### config.mk
export PLATFORM = sky130hd
export DESIGN_NAME = ctx_frag_tlb
export DESIGN_NICKNAME = d
export VERILOG_FILES = /design/src/rtl/ctx_frag_tlb.sv
export SDC_FILE = /design/constraint.sdc
export NUM_CORES = 2
export LEC_CHECK = 0
export ABC_AREA = 0
export BUFFER_PORTS_ARGS = -buffer_cell sky130_fd_sc_hd__buf_2
export CORE_MARGIN = 5
export CORE_UTILIZATION = 53
export DETAILED_ROUTE_END_ITERATION = 10
export PLACE_DENSITY = 0.77
export REMOVE_ABC_BUFFERS = 1
export SYNTH_ARGS = -nofsm -noshare
export SYNTH_HDL_FRONTEND = slang
export SYNTH_SLANG_ARGS = --single-unit
### constraint.sdc
create_clock -name clk -period 7.9 [get_ports clk]
set_input_delay 2.37 -clock clk [delete_from_list [all_inputs] [get_ports clk]]
set_output_delay 2.37 -clock clk [all_outputs]
set_load 0.01 [all_outputs]
### src/rtl/ctx_frag_tlb.sv
module ctx_frag_tlb #(
  parameter int ENTRIES = 16,
  parameter int VA_W    = 40,
  parameter int CTX_W   = 4,
  parameter int FRAG_W  = 5,
  parameter int PG_SH   = 12
) (
  input  logic                  clk,
  input  logic                  rst_n,
  input  logic                  lk_valid,
  input  logic [CTX_W-1:0]      lk_ctx,
  input  logic [VA_W-1:0]       lk_vaddr,
  input  logic                  lk_write,
  input  logic                  fill_valid,
  input  logic [CTX_W-1:0]      fill_ctx,
  input  logic [VA_W-1:0]       fill_vaddr,
  input  logic [VA_W-PG_SH-1:0] fill_pbase,
  input  logic [FRAG_W-1:0]     fill_frag,
  input  logic                  fill_rd,
  input  logic                  fill_wr,
  input  logic                  fill_sys,
  input  logic                  fill_snoop,
  input  logic                  flush_valid,
  input  logic [CTX_W-1:0]      flush_ctx,
  output logic                  rsp_valid,
  output logic                  rsp_hit,
  output logic                  rsp_fault,
  output logic [VA_W-1:0]       rsp_paddr,
  output logic                  rsp_rd,
  output logic                  rsp_wr,
  output logic                  rsp_sys,
  output logic                  rsp_snoop
);
  localparam int IDX_W = $clog2(ENTRIES);
  localparam int PN_W  = VA_W - PG_SH;

  logic [ENTRIES-1:0] e_val, e_rd, e_wr, e_sys, e_snp;
  logic [CTX_W-1:0]   e_ctx  [ENTRIES];
  logic [PN_W-1:0]    e_vpn  [ENTRIES];
  logic [PN_W-1:0]    e_ppn  [ENTRIES];
  logic [FRAG_W-1:0]  e_frag [ENTRIES];

  logic [ENTRIES-1:0] match;
  logic [IDX_W-1:0]   rr, victim, sel;
  logic               found, have_free, kill, take, perm_ok;
  logic [PN_W-1:0]    lk_vpn, sel_mask;

  function automatic logic [PN_W-1:0] keep_mask(input logic [FRAG_W-1:0] f);
    for (int b = 0; b < PN_W; b++) keep_mask[b] = (b >= int'(f));
  endfunction

  assign lk_vpn = lk_vaddr[VA_W-1:PG_SH];

  for (genvar g = 0; g < ENTRIES; g++) begin : g_cmp
    assign match[g] = e_val[g] && (e_ctx[g] == lk_ctx) &&
                      (((e_vpn[g] ^ lk_vpn) & keep_mask(e_frag[g])) == '0);
  end

  always_comb begin
    found = 1'b0;
    sel   = '0;
    for (int i = ENTRIES - 1; i >= 0; i--)
      if (match[i]) begin
        found = 1'b1;
        sel   = IDX_W'(i);
      end
  end

  always_comb begin
    have_free = 1'b0;
    victim    = rr;
    for (int i = ENTRIES - 1; i >= 0; i--)
      if (!e_val[i]) begin
        have_free = 1'b1;
        victim    = IDX_W'(i);
      end
  end

  assign kill     = flush_valid && (flush_ctx == lk_ctx);
  assign take     = lk_valid && found && !kill;
  assign sel_mask = keep_mask(e_frag[sel]);
  assign perm_ok  = lk_write ? e_wr[sel] : e_rd[sel];

  always_ff @(posedge clk or negedge rst_n) begin
    if (!rst_n) begin
      rsp_valid <= 1'b0;
      rsp_hit   <= 1'b0;
      rsp_fault <= 1'b0;
      rsp_paddr <= '0;
      rsp_rd    <= 1'b0;
      rsp_wr    <= 1'b0;
      rsp_sys   <= 1'b0;
      rsp_snoop <= 1'b0;
    end else begin
      rsp_valid <= lk_valid;
      rsp_hit   <= take && perm_ok;
      rsp_fault <= take && !perm_ok;
      rsp_paddr <= take ? {(e_ppn[sel] & sel_mask) | (lk_vpn & ~sel_mask),
                           lk_vaddr[PG_SH-1:0]} : '0;
      rsp_rd    <= take && e_rd[sel];
      rsp_wr    <= take && e_wr[sel];
      rsp_sys   <= take && e_sys[sel];
      rsp_snoop <= take && e_snp[sel];
    end
  end

  always_ff @(posedge clk or negedge rst_n) begin
    if (!rst_n) rr <= '0;
    else if (fill_valid && !have_free)
      rr <= (rr == IDX_W'(ENTRIES - 1)) ? '0 : rr + 1'b1;
  end

  always_ff @(posedge clk or negedge rst_n) begin
    if (!rst_n) begin
      e_val <= '0;
      e_rd  <= '0;
      e_wr  <= '0;
      e_sys <= '0;
      e_snp <= '0;
      for (int i = 0; i < ENTRIES; i++) begin
        e_ctx[i]  <= '0;
        e_vpn[i]  <= '0;
        e_ppn[i]  <= '0;
        e_frag[i] <= '0;
      end
    end else begin
      for (int i = 0; i < ENTRIES; i++) begin
        if (fill_valid && victim == IDX_W'(i)) begin
          e_val[i]  <= 1'b1;
          e_ctx[i]  <= fill_ctx;
          e_vpn[i]  <= fill_vaddr[VA_W-1:PG_SH];
          e_ppn[i]  <= fill_pbase;
          e_frag[i] <= fill_frag;
          e_rd[i]   <= fill_rd;
          e_wr[i]   <= fill_wr;
          e_sys[i]  <= fill_sys;
          e_snp[i]  <= fill_snoop;
        end else if (flush_valid && e_ctx[i] == flush_ctx) begin
          e_val[i]  <= 1'b0;
        end
      end
    end
  end
endmodule

==> results by group <==
Min path
  – HP Class: flop to flop
  – Hold depth: 1

Yosys
  – Synth unique cells: about 90
  – Syn avg cell area: about 12 µm²
  – Most common cell in the netlist: dfrtp_1
  – Yosys top cell by area: dfrtp_1
  – Register area share after synthesis: between 40 and 50%
  – FF+latch count, synth: between 1k and 1.5k
  – Synth top area share: between 40% and 50%
  – Post-synth ARST share: 100%
  – Synth cell count leaders: dfrtp_1 (1171), mux2_2 (1113), nand2_1 (434)
  – Post-Synthesis Cells: between 5k and 6k
  – Synth top area cells: dfrtp_1 (48%), mux2_2 (21%), xor2_1 (4.3%)
  – Ys flop type: dfrtp_1
  – EDFF count, synth: 0
  – Synth warn: 0
  – Cell Area, Synth: around 0.061 mm²

Critical path
  – R2R Setup Slk: roughly 2.0 ns
  – Critical Path RT: roughly 8.5 ns
  – Critical path data arrival time: 7.67 ns
  – Most Frequent Cell on Critical Path: buf_4
  – Crit end category: flop
  – Reg2reg path depth: 17
  – Critical path, cell by cell: buf_2 -> buf_4 -> xor2_1 -> a222oi_1 -> buf_4 -> nand4_1 -> buf_4 -> nor4_1 -> o2111ai_1 -> buf_4 -> o21ai_0 -> o21ai_1 -> buf_4 -> a31o_4 -> and2_1 -> a2111oi_1 -> nor3_2 -> buf_12 -> a2111oi_0 -> o211ai_1 -> a21oi_1
  – Slowest Stage Delay on Critical Path: ~0.59 ns
  – Slowest-stage cell, CP: a2111oi_0
  – Crit Path Max Fanout: 14
  – Worst Path Class, Setup: input port to flop
  – Worst Setup Start Kind: input port

Pwr
  – Pwr dens: 321 mW/mm²
  – Pleak: between 30 and 40 nW
  – Worst vdd ir: ~0.00030 V

Floorplanning
  – Io pins: approximately 180
  – Site Rows: between 100 and 150
  – Die span in y: between 300 and 400 µm
  – Placeable Area: 0.115 mm²
  – Initial Util: between 50 and 60%
  – Die Footprint: about 0.12 mm²
  – DIE WIDTH: approximately 350 µm

GRT
  – Pin count of the biggest net entering global routing: 181
  – GRT Total Usage: between 30 and 40%
  – Global-route wire length before repair: 296000 µm
  – Grt total ovfl: 0
  – Vias in the first global route: about 45k
  – Initial antenna violation count: 18

CTS
  – Clock H-tree levels: 3
  – Clock Latency Late Sink: roughly 0.76 ns
  – Post-CTS resize count: 0
  – Root Buffer: clkbuf_16
  – Clock buffer depth: 3
  – Setup bufs post-CTS: 0
  – CTS Sinks: roughly 1.2k
  – TritonCTS Buffers: 118
  – Register clock-pin slew on the reported worst setup and hold paths: 0.06 ns
  – CTS Hold Bufs: 0
  – CTS tree: done

STA
  – Clk_skew: roughly 0.051 ns
  – Final setup vio count: 0
  – RSZ-0062 raised after global routing: false
  – Slew HR: 23.5%
  – Final worst-path cycle share: just under 90%
  – Worst hold margin: approximately 0.50 ns
  – Max-slew violation count: 0
  – Setup TNS: 0 ns
  – Fin. Hold Viols: 0
  – Actual transition at the worst max-transition pin: 1.14 ns
  – Fmax: between 0.1 and 0.15 GHz
  – Min Tclk post-route: ~7.1 ns

Drt
  – Vias post-DR: ~45k
  – DRC viols: 0
  – Antenna Violating Nets Remaining: 0
  – DR iter-0 viols: 4989
  – DRT Wirelength: about 200000 µm
  – Drt wl/cell: roughly 29 µm
  – Vias/cell: roughly 6.5
  – First-pass DRT Iterations: 6

Place
  – Dpl cells: roughly 6.8k
  – GP Congestion: 1.00
  – # port buffers: ~170
  – Post-DP HPWL: between 100000 and 150000 µm
  – Post-DP Area: 0.0643 mm²

Cells and area
  – Layout Cells excl Fill: about 7.0k
  – Share of post-route cells with drive strength above 1: 32.9%
  – Cell area after layout: slightly below 0.07 mm²
  – Synthesis-to-finish area growth: 11.9%
  – Final Util: 59.7%
  – Nets: 5505

Status
  – Status: finished, final reports clean

Run
  – Max-Cap Viols: 0
## where the power goes
group / switching [mW] / internal [mW] / leakage [nW]
sequential: 1.61 / 7.76 / 15.3
combinational: 3.32 / 3.49 / 13.6
clock: 2.51 / 3.29 / 1.97
## cell usage in the layout, fill, tap and decap left out, types with 32 or more instances in the layout
cell	Yosys	routed
dfrtp_1	1171	1171
mux2_2	1113	1113
nand2_1	434	422
xor2_1	297	297
xnor2_1	282	282
buf_4	24	236
buf_2	95	168
mux2i_1	162	162
a21oi_1	161	160
o21ai_0	149	149
clkbuf_16	0	118
and3_1	101	97
a211oi_1	78	78
nand3_1	73	73
nor2_1	72	72
and2_1	53	53
nor3_1	51	50
o211ai_1	46	46
a311oi_1	45	45
buf_12	1	36
nand4_1	35	35
a31oi_1	35	32
## flip-flops by register name (all words and copies together), names as in the netlist
signal and flops:
rr 4, e_ctx 64, rsp_paddr 40, rsp_rd 1, e_wr 16, rsp_wr 1
rsp_sys 1, e_frag 80, rsp_hit 1, rsp_valid 1, e_val 16, e_ppn 448
e_rd 16, e_snp 16, rsp_snoop 1, rsp_fault 1, e_vpn 448, e_sys 16
## final cells by class
class / instances / area (µm²)
Fill cell: 9109 / 46100
Multi-Input combinational cell: 3605 / 29700
Sequential cell: 1171 / 29300
Clock buffer: 173 / 3440
Timing Repair Buffer: 440 / 3330
Tap cell: 1512 / 1890
Clock inverter: 44 / 572
Inverter: 33 / 125
Antenna cell: 14 / 35.0
## final timing paths
check | start | end
setup reg to reg | e_frag[22]$_DFFE_PN0P_ | rsp_paddr[28]$_DFF_PN0_
hold / removal | e_ppn[290]$_DFFE_PN0P_ | e_ppn[290]$_DFFE_PN0P_
hold reg to reg | e_ppn[290]$_DFFE_PN0P_ | e_ppn[290]$_DFFE_PN0P_
max in group asynchronous | rst_n | e_vpn[349]$_DFFE_PN0P_
setup / recovery | lk_vaddr[29] | rsp_paddr[28]$_DFF_PN0_
min in group asynchronous | rst_n | e_ppn[413]$_DFFE_PN0P_
## cell families (layout without fill, tap and decap cells)
| kind of cell | after synthesis | in the layout | synth area share [%] |
|---|---|---|---|
| and+or+nand+nor | 940 | 940 | 7.47 |
| muxes | 1280 | 1280 | 23.3 |
| AOI/OAI and AO/OA | 803 | 803 | 9.09 |
| buffers and inverters | 517 | 690 | 3.79 |
| adders and majority gates | 1 | 1 | 0.0205 |
| other | 0 | 14 | 0 |
| DFF | 1171 | 1171 | 47.9 |
| xor gates and xnor gates | 581 | 581 | 8.35 |
## through the flow
step	setup WS [ns]	power [mW]
2_1_floorplan	-4.10	13.7
3_3_place_gp	0.251	15.8
3_5_place_dp	0.237	16.1
4_1_cts	0.974	21.9
5_1_grt	0.502	22.9
6_report	0.828	22.0
## metal layers
| layer | GRT usage, % | up-vias | wire (µm) | share of wire, % |
|---|---|---|---|---|
| li1 | - | 19100 | - | - |
| met1 | 42.1 | 23100 | 77000 | 38 |
| met2 | 49.6 | 2467 | 89900 | 45 |
| met3 | 7.97 | 682 | 20000 | 10 |
| met4 | 18.2 | 8 | 13300 | 6.6 |
| met5 | 0 | - | 57 | 0.028 |
## critical path: cells and delay by family
kind | cells | cell delay (ns)
simple gates | 4 | 0.79
buf+inv | 7 | 1.71
xor+xnor | 1 | 0.06
compound gates | 9 | 2.69
Power figures use the tool's default switching activity.
